**src/rtl/hdlc_rx_err_pkg.sv**
```systemverilog
package hdlc_rx_err_pkg;

  typedef enum logic [1:0] {
    CLS_GOOD  = 2'd0,
    CLS_FCS   = 2'd1,
    CLS_ABORT = 2'd2,
    CLS_FMT   = 2'd3
  } frm_cls_e;

  localparam int NUM_ERR = 3;
  localparam int ST_FCS  = 0;
  localparam int ST_ABT  = 1;
  localparam int ST_FMT  = 2;

  // destuffed bits that a flag leaves behind before it is recognised
  localparam int FLAG_PUSH = 6;

  localparam logic [2:0] RUN_STUFF = 3'd5;
  localparam logic [2:0] RUN_FLAG  = 3'd6;
  localparam logic [2:0] RUN_SAT   = 3'd7;

  localparam int MIN_BITS_C16 = 32;
  localparam int MIN_BITS_C32 = 48;

  localparam logic [15:0] C16_POLY = 16'h1021;
  localparam logic [15:0] C16_GOOD = 16'h1D0F;
  localparam logic [31:0] C32_POLY = 32'h04C11DB7;
  localparam logic [31:0] C32_GOOD = 32'hC704DD7B;

  function automatic logic [15:0] c16_step(input logic [15:0] c, input logic b);
    c16_step = {c[14:0], 1'b0} ^ ((c[15] ^ b) ? C16_POLY : 16'h0000);
  endfunction

  function automatic logic [31:0] c32_step(input logic [31:0] c, input logic b);
    c32_step = {c[30:0], 1'b0} ^ ((c[31] ^ b) ? C32_POLY : 32'h0);
  endfunction

endpackage

```
**src/rtl/hdlc_rx_destuff.sv**
```systemverilog
module hdlc_rx_destuff
  import hdlc_rx_err_pkg::*;
#(
  parameter int CNT_W = 16
) (
  input  logic             clk,
  input  logic             rst_n,
  input  logic             rx_bit_i,
  input  logic             rx_vld_i,
  output logic             flag_p_o,
  output logic             exit_vld_o,
  output logic             exit_bit_o,
  output logic             close_p_o,
  output logic             abort_p_o,
  output logic [CNT_W-1:0] frame_len_o
);

  localparam logic [CNT_W-1:0] CNT_MAX = '1;
  localparam logic [CNT_W-1:0] FP      = CNT_W'(FLAG_PUSH);
  localparam logic [CNT_W-1:0] FP_M1   = CNT_W'(FLAG_PUSH - 1);

  logic [2:0]           ones_q, ones_d;
  logic                 open_q;
  logic [CNT_W-1:0]     npush_q;
  logic [FLAG_PUSH-1:0] dly_q;
  logic                 flag_c, abort_run, push, push_open;

  always_comb begin
    ones_d    = ones_q;
    flag_c    = 1'b0;
    abort_run = 1'b0;
    push      = 1'b0;
    if (rx_vld_i) begin
      if (rx_bit_i) begin
        abort_run = (ones_q == RUN_FLAG);
        push      = (ones_q < RUN_STUFF);
        if (ones_q != RUN_SAT) ones_d = ones_q + 3'd1;
      end else begin
        flag_c = (ones_q == RUN_FLAG);
        push   = (ones_q < RUN_STUFF);
        ones_d = 3'd0;
      end
    end
  end

  assign push_open = push && open_q;

  always_ff @(posedge clk or negedge rst_n) begin
    if (!rst_n) begin
      ones_q  <= 3'd0;
      open_q  <= 1'b0;
      npush_q <= '0;
      dly_q   <= '0;
    end else begin
      ones_q <= ones_d;
      if (flag_c) begin
        open_q  <= 1'b1;
        npush_q <= '0;
      end else if (abort_run) begin
        open_q <= 1'b0;
      end else if (push_open) begin
        dly_q <= {dly_q[FLAG_PUSH-2:0], rx_bit_i};
        if (npush_q != CNT_MAX) npush_q <= npush_q + 1'b1;
      end
    end
  end

  assign flag_p_o    = flag_c;
  assign exit_vld_o  = push_open && (npush_q >= FP);
  assign exit_bit_o  = dly_q[FLAG_PUSH-1];
  assign close_p_o   = flag_c && open_q && (npush_q > FP);
  assign abort_p_o   = abort_run && open_q && (npush_q > FP_M1);
  assign frame_len_o = npush_q - FP;

  // after an abort no data leaves the delay line until a new flag
  a_r4_hunt_after_abort: assert property (@(posedge clk) disable iff (!rst_n)
    abort_p_o |=> !exit_vld_o);

  // a frame never closes and aborts in the same cycle
  a_r2_close_or_abort: assert property (@(posedge clk) disable iff (!rst_n)
    $onehot0({close_p_o, abort_p_o}));

endmodule

```
**src/rtl/hdlc_rx_fcs.sv**
```systemverilog
module hdlc_rx_fcs
  import hdlc_rx_err_pkg::*;
(
  input  logic clk,
  input  logic rst_n,
  input  logic flag_p_i,
  input  logic exit_vld_i,
  input  logic exit_bit_i,
  output logic c16_ok_o,
  output logic c32_ok_o
);

  logic [15:0] c16_q;
  logic [31:0] c32_q;

  always_ff @(posedge clk or negedge rst_n) begin
    if (!rst_n) begin
      c16_q <= '1;
      c32_q <= '1;
    end else if (flag_p_i) begin
      c16_q <= '1;
      c32_q <= '1;
    end else if (exit_vld_i) begin
      c16_q <= c16_step(c16_q, exit_bit_i);
      c32_q <= c32_step(c32_q, exit_bit_i);
    end
  end

  assign c16_ok_o = (c16_q == C16_GOOD);
  assign c32_ok_o = (c32_q == C32_GOOD);

endmodule

```
**src/rtl/hdlc_rx_classify.sv**
```systemverilog
module hdlc_rx_classify
  import hdlc_rx_err_pkg::*;
#(
  parameter int LEN_W = 12,
  parameter int CNT_W = LEN_W + 4
) (
  input  logic               close_p_i,
  input  logic               abort_p_i,
  input  logic [CNT_W-1:0]   frame_len_i,
  input  logic [LEN_W-1:0]   max_octets_i,
  input  logic               crc32_sel_i,
  input  logic               c16_ok_i,
  input  logic               c32_ok_i,
  output logic [NUM_ERR-1:0] err_ev_o,
  output frm_cls_e           cls_o
);

  logic [CNT_W-1:0] min_bits, max_bits;
  logic             len_bad, fcs_bad;

  assign min_bits = crc32_sel_i ? CNT_W'(MIN_BITS_C32) : CNT_W'(MIN_BITS_C16);
  assign max_bits = {1'b0, max_octets_i, 3'b000};

  assign len_bad = (frame_len_i[2:0] != 3'd0) ||
                   (frame_len_i < min_bits) ||
                   (frame_len_i > max_bits);
  assign fcs_bad = crc32_sel_i ? !c32_ok_i : !c16_ok_i;

  always_comb begin
    err_ev_o         = '0;
    err_ev_o[ST_ABT] = abort_p_i;
    err_ev_o[ST_FMT] = close_p_i && len_bad;
    err_ev_o[ST_FCS] = close_p_i && !len_bad && fcs_bad;
    if (abort_p_i)              cls_o = CLS_ABORT;
    else if (len_bad)           cls_o = CLS_FMT;
    else if (fcs_bad)           cls_o = CLS_FCS;
    else                        cls_o = CLS_GOOD;
  end

endmodule

```
**src/rtl/hdlc_rx_sticky.sv**
```systemverilog
module hdlc_rx_sticky #(
  parameter int N = 3
) (
  input  logic         clk,
  input  logic         rst_n,
  input  logic [N-1:0] set_i,
  input  logic [N-1:0] clr_i,
  input  logic [N-1:0] en_i,
  output logic [N-1:0] st_o,
  output logic         irq_o
);

  for (genvar i = 0; i < N; i++) begin : g_bit
    logic bit_q;
    always_ff @(posedge clk or negedge rst_n) begin
      if (!rst_n) bit_q <= 1'b0;
      else        bit_q <= set_i[i] | (bit_q & ~clr_i[i]);
    end
    assign st_o[i] = bit_q;

    // a set bit holds unless its own clear arrives
    a_r10_sticky: assert property (@(posedge clk) disable iff (!rst_n)
      bit_q && !clr_i[i] |=> bit_q);
    // an event wins over a coincident clear
    a_r10_set_wins: assert property (@(posedge clk) disable iff (!rst_n)
      set_i[i] |=> bit_q);
  end

  logic irq_q;
  always_ff @(posedge clk or negedge rst_n) begin
    if (!rst_n) irq_q <= 1'b0;
    else        irq_q <= |(st_o & en_i);
  end
  assign irq_o = irq_q;

  // with every enable low the interrupt is low one cycle later
  a_r11_masked: assert property (@(posedge clk) disable iff (!rst_n)
    (en_i == '0) |=> !irq_o);

endmodule

```
**src/rtl/hdlc_rx_err_det.sv**
```systemverilog
module hdlc_rx_err_det
  import hdlc_rx_err_pkg::*;
#(
  parameter int LEN_W = 12
) (
  input  logic                clk,
  input  logic                rst_n,
  input  logic                rx_bit,
  input  logic                rx_vld,
  input  logic                crc32_sel,
  input  logic [LEN_W-1:0]    max_octets,
  input  logic [NUM_ERR-1:0]  int_en,
  input  logic [NUM_ERR-1:0]  stat_clr,
  output logic [NUM_ERR-1:0]  stat,
  output logic                irq,
  output logic                frm_done,
  output logic [1:0]          frm_class
);

  localparam int CNT_W = LEN_W + 4;

  logic               flag_p, exit_vld, exit_bit, close_p, abort_p;
  logic [CNT_W-1:0]   frame_len;
  logic               c16_ok, c32_ok;
  logic [NUM_ERR-1:0] err_ev;
  frm_cls_e           cls;

  hdlc_rx_destuff #(.CNT_W(CNT_W)) u_destuff (
    .clk(clk), .rst_n(rst_n), .rx_bit_i(rx_bit), .rx_vld_i(rx_vld),
    .flag_p_o(flag_p), .exit_vld_o(exit_vld), .exit_bit_o(exit_bit),
    .close_p_o(close_p), .abort_p_o(abort_p), .frame_len_o(frame_len)
  );

  hdlc_rx_fcs u_fcs (
    .clk(clk), .rst_n(rst_n), .flag_p_i(flag_p), .exit_vld_i(exit_vld),
    .exit_bit_i(exit_bit), .c16_ok_o(c16_ok), .c32_ok_o(c32_ok)
  );

  hdlc_rx_classify #(.LEN_W(LEN_W), .CNT_W(CNT_W)) u_classify (
    .close_p_i(close_p), .abort_p_i(abort_p), .frame_len_i(frame_len),
    .max_octets_i(max_octets), .crc32_sel_i(crc32_sel),
    .c16_ok_i(c16_ok), .c32_ok_i(c32_ok), .err_ev_o(err_ev), .cls_o(cls)
  );

  hdlc_rx_sticky #(.N(NUM_ERR)) u_sticky (
    .clk(clk), .rst_n(rst_n), .set_i(err_ev), .clr_i(stat_clr),
    .en_i(int_en), .st_o(stat), .irq_o(irq)
  );

  logic     done_q;
  frm_cls_e cls_q;
  always_ff @(posedge clk or negedge rst_n) begin
    if (!rst_n) begin
      done_q <= 1'b0;
      cls_q  <= CLS_GOOD;
    end else begin
      done_q <= close_p || abort_p;
      if (close_p || abort_p) cls_q <= cls;
    end
  end
  assign frm_done  = done_q;
  assign frm_class = cls_q;

  // at most one error class is raised per verdict
  a_r8_one_event: assert property (@(posedge clk) disable iff (!rst_n)
    $onehot0(err_ev));

  // every error event is accompanied by a verdict strobe
  a_r9_event_done: assert property (@(posedge clk) disable iff (!rst_n)
    (|err_ev) |=> frm_done);

endmodule

```
**config.mk**
```make
export PLATFORM = sky130hd
export DESIGN_NAME = hdlc_rx_err_det
export DESIGN_NICKNAME = d
export VERILOG_FILES = /design/src/rtl/hdlc_rx_err_pkg.sv /design/src/rtl/hdlc_rx_destuff.sv /design/src/rtl/hdlc_rx_fcs.sv /design/src/rtl/hdlc_rx_classify.sv /design/src/rtl/hdlc_rx_sticky.sv /design/src/rtl/hdlc_rx_err_det.sv
export SDC_FILE = /design/constraint.sdc
export NUM_CORES = 1
export LEC_CHECK = 0
export BUFFER_PORTS_ARGS = -buffer_cell sky130_fd_sc_hd__buf_4
export CAP_MARGIN = 20
export CORE_ASPECT_RATIO = 0.5
export CORE_MARGIN = 2
export CORE_UTILIZATION = 28
export DETAILED_ROUTE_END_ITERATION = 8
export PLACE_DENSITY = 0.53
export SLEW_MARGIN = 20
export SYNTH_ARGS = -nofsm -noshare
export SYNTH_HDL_FRONTEND = slang
export SYNTH_SLANG_ARGS = --single-unit
```
**constraint.sdc**
```tcl
create_clock -name clk -period 4.35 [get_ports clk]
set_clock_uncertainty 0.15 [all_clocks]
set_input_delay 0.87 -clock clk [delete_from_list [all_inputs] [get_ports clk]]
set_output_delay 0.87 -clock clk [all_outputs]
set_load 0.05 [all_outputs]
```
==> results.py <==
metrics = {
    "run_status": {
        "status": "complete, no violations",
    },
    "clock_network": {
        "clk_path_buf_depth": 2,
        "hold_buffers": 0,
        "cts-htree-levels": 3,
        "clkSinkCount": 81,
        "path_clk_slew_ns": 0.06,
        "cts_resized": 0,
        "clk_latency_ns": 0.33,
        "cts_buffers": 9,
        "cts_setup_buffers": 0,
        "tritoncts": "built",
        "root_buffer": "clkbuf_16",
    },
    "global_route": {
        "first_global_vias": 3368,
        "grtUsageTotal": 0.1229,
        "antenna_found_initial": 0,
        "grt_max_degree": 64,
        "grt_pass1_wl_mm": 16.85,
        "grt.overflow.total": 0,
    },
    "critical_path": {
        "path_delay_family": "simple AND/OR/NAND/NOR gates",
        "rrSetupSlack_ns": 0.71,
        "critPathMaxFanout": 7,
        "rr_worst_depth": 11,
        "setup.worst_path.end_class": "register",
        "arrival_ns": 3.71,
        "path_class": "reg -> reg",
        "path_depth": 11,
        "cp_slowest_cell": "or4_4",
        "worst_r2r_endpoint": "frm_class[0]$_DFFE_PN0P_",
        "cpPeakStageDelay_ns": 0.57,
        "reg2reg_from": "u_destuff.npush_q[5]$_DFFE_PN0P_",
        "path_common_cell": "a21o_1",
        "critPathRequiredTime_ns": 4.42,
        "timing.critical_path.buf_inv": 0,
        "cp_cell_sequence": "or4_4 > or3_1 > nor3_1 > xor2_1 > ha_1 > a21o_1 > a21o_1 > a311o_1 > o21ai_0 > nand3_2 > o221a_1",
        "critPathLaunchType": "register",
    },
    "yosys": {
        "seq_area_frac_synth": 0.4608,
        "synth_warnings": 0,
        "postSynthCellCount": 481,
        "netlist.top_cell.by_area": "dfstp_2",
        "syn_area_mm2": 0.004529,
        "synth_flop_cell": "dfstp_2",
        "ys_types": 59,
        "synth.area.top_cells": "dfstp_2 28%, dfrtp_1 18%, nand2_1 8.3%, xor2_1 6.0%, ha_1 5.2%",
        "postSynthNetCount": 523,
        "async_flop_share": 1.000,
        "yosys.area.top_type_share": 0.2785,
        "ys_ff_latch": 81,
        "synth-edff-count": 0,
        "avgSynthCellArea_um2": 9.417,
    },
    "routing": {
        "drc_errors": 0,
        "num_vias": 3313,
        "viasPerCell": 4.719,
        "routedWlPerCell_um": 13.82,
        "drt-total-wl_mm": 9.702,
        "ant_nets": 0,
        "drt-initial-drc-count": 202,
        "firstDrtPassIters": 4,
    },
    "floorplanning": {
        "die_area_mm2": 0.01727,
        "die_x_um": 183.9,
        "fp.dieH_um": 93.94,
        "row_count": 32,
        "io_pins": 30,
        "initial_utilization": 0.2901,
        "core_area_mm2": 0.01562,
    },
    "power_and_ir_drop": {
        "power.leakage_uw": 0.002345,
        "vdd_drop_max_mv": 0.1893,
        "p_total_uw": 2537,
        "p_per_area_mw_per_mm2": 484.3,
    },
    "final_layout": {
        "drive_above_1_share": 0.2369,
        "syn_to_final_growth_pct": 15.64,
        "nNetsFinal": 535,
        "final_util": 0.3354,
        "antennaDiodeCount": 0,
    },
    "sta": {
        "setup_viol": 0,
        "rsz0062_at_grt": "false",
        "tns_ns": 0,
        "min_period_over_period": 0.8367,
        "worstMarginPinSlew_ns": 1.097,
        "min_period_ns": 3.640,
        "slew_violations": 0,
        "max_freq_ghz": 0.2748,
        "slew_headroom": 0.2654,
        "hold_viol": 0,
    },
    "min_path": {
        "hold_end": "u_fcs.c32_q[24]$_DFFE_PN1P_",
        "hold_class": "reg -> reg",
        "whs_path_depth": 2,
        "hold_path.startpoint": "u_fcs.c32_q[23]$_DFFE_PN1P_",
    },
    "placed_design": {
        "gp_congestion": 0.7840,
        "port_buffers": 29,
        "hpwl_mm": 6.591,
    },
    "run": {
        "max-cap-violations": 0,
    },
}
## cell families (layout without fill, tap and decap cells)
logic type                 Yosys count  in the layout  share of synthesized area
AOI/OAI and AO/OA                   56             56                    0.09503
xor gates and xnor gates            41             41                    0.08232
adders and majority gates           19             19                    0.05249
buffers and inverters               58             75                    0.05580
DFF                                 81             81                     0.4608
muxes                                7              7                    0.01740
and+or+nand+nor                    219            219                     0.2362
## tightest hold or removal path, cell delays in order (launching register included)
cell	delay (ns)
dfstp_2	0.37
nand2_1	0.05
nand3_1	0.06
## metal layers
metal / vias to the layer above / track usage / wire length, um
li1: 1671 / - / -
met2: 42 / 0.1969 / 4473
met3: 9 / 0.03023 / 275
met5: - / 0 / 0
met4: 0 / 0.03600 / 98
met1: 1591 / 0.1648 / 4854
## layout make-up
cell class / count / area [um2]
sequential: 81 / 2087
clock buffer: 9 / 225.2
inverter: 25 / 93.84
clock inverter: 7 / 85.08
multi-input combinational: 342 / 2223
fill: 1596 / 10380
timing repair buffer: 34 / 267.8
tap: 204 / 255.2
## flip-flops by register name, indices dropped and copies added (netlist names)
signal and count:
u_fcs.c32_q 32, u_destuff.npush_q 16, u_fcs.c16_q 16, u_destuff.dly_q 6, u_destuff.ones_q 3, u_sticky.g_bit.bit_q 3, frm_class 2, frm_done 1
u_destuff.open_q 1, u_sticky.irq_o 1
## synthesized netlist by cell type (all sizes together) (2+ instances only)
library cell	count
and4	4
ha	19
xnor2	9
nand3	40
clkbuf	20
xor2	31
nor3b	3
nand2	100
nand4	8
dfrtp	33
nor4	6
a21o	5
and3	2
or3	2
buf	13
and2	2
a21oi	7
o21a	2
o21ai	7
nor2	26
mux2	7
nor3	7
dfstp	48
inv	25
nand3b	2
a2111oi	3
nand4b	7
o22ai	2
o211ai	18
and4b	2
## worst max-delay path by stage
stage                                           from                  endpoint  slack (ns)
floorplan           u_destuff.npush_q[6]$_DFFE_PN0P_  frm_class[0]$_DFFE_PN0P_        0.97
global placement    u_destuff.npush_q[6]$_DFFE_PN0P_  frm_class[0]$_DFFE_PN0P_        0.80
detailed placement  u_destuff.npush_q[6]$_DFFE_PN0P_  frm_class[0]$_DFFE_PN0P_        0.71
CTS                 u_destuff.npush_q[6]$_DFFE_PN0P_  frm_class[0]$_DFFE_PN0P_        0.70
global route        u_destuff.npush_q[6]$_DFFE_PN0P_  frm_class[0]$_DFFE_PN0P_        0.44
finish              u_destuff.npush_q[5]$_DFFE_PN0P_  frm_class[0]$_DFFE_PN0P_        0.71
## where the power goes
group          leakage, uW  internal, uW  total (uW)  switching [uW]
clock network     0.000159           497         792             295
registers         0.000949          1000        1150             147
logic              0.00124           279         596             317
total              0.00235          1780        2540             758
## through the flow
stage | setup WS, ns | hold WS [ns] | cells | cell area (um2)
detailed placement | 0.7139 | 0.3358 | 686 | 4922
floorplan | 0.9670 | 0.3183 | 481 | 4529
CTS | 0.7049 | 0.3386 | 702 | 5233
finish | 0.7104 | 0.3388 | 702 | 5238
global route | 0.4387 | 0.3659 | 702 | 5238
global placement | 0.8037 | 0.3260 | 686 | 4922
## layout by cell type, fill, tap and decap left out, types with 2 or more instances in the layout
cell,Yosys,final
mux2_2,7,7
ha_1,19,19
dfstp_2,48,48
or3_1,2,2
nor3_1,7,7
bufinv_16,0,2
nor2_1,26,26
o22ai_1,2,2
o21ai_0,7,7
nor3b_1,3,3
dfrtp_1,33,33
xnor2_1,9,8
a2111oi_0,2,2
clkinv_2,0,5
nand3_1,39,39
and2_1,2,2
a21o_1,4,4
nand2_1,100,100
clkbuf_16,0,9
nand4_1,8,8
nor4_1,5,5
buf_4,5,33
nand4b_1,7,7
inv_1,25,25
xor2_1,31,31
o21a_1,2,2
nand3b_1,2,2
o211ai_1,18,18
and4b_1,2,2
and3_1,2,2
and4_1,3,3
a21oi_1,6,6
Note: power is estimated with default switching activity, not from simulation.
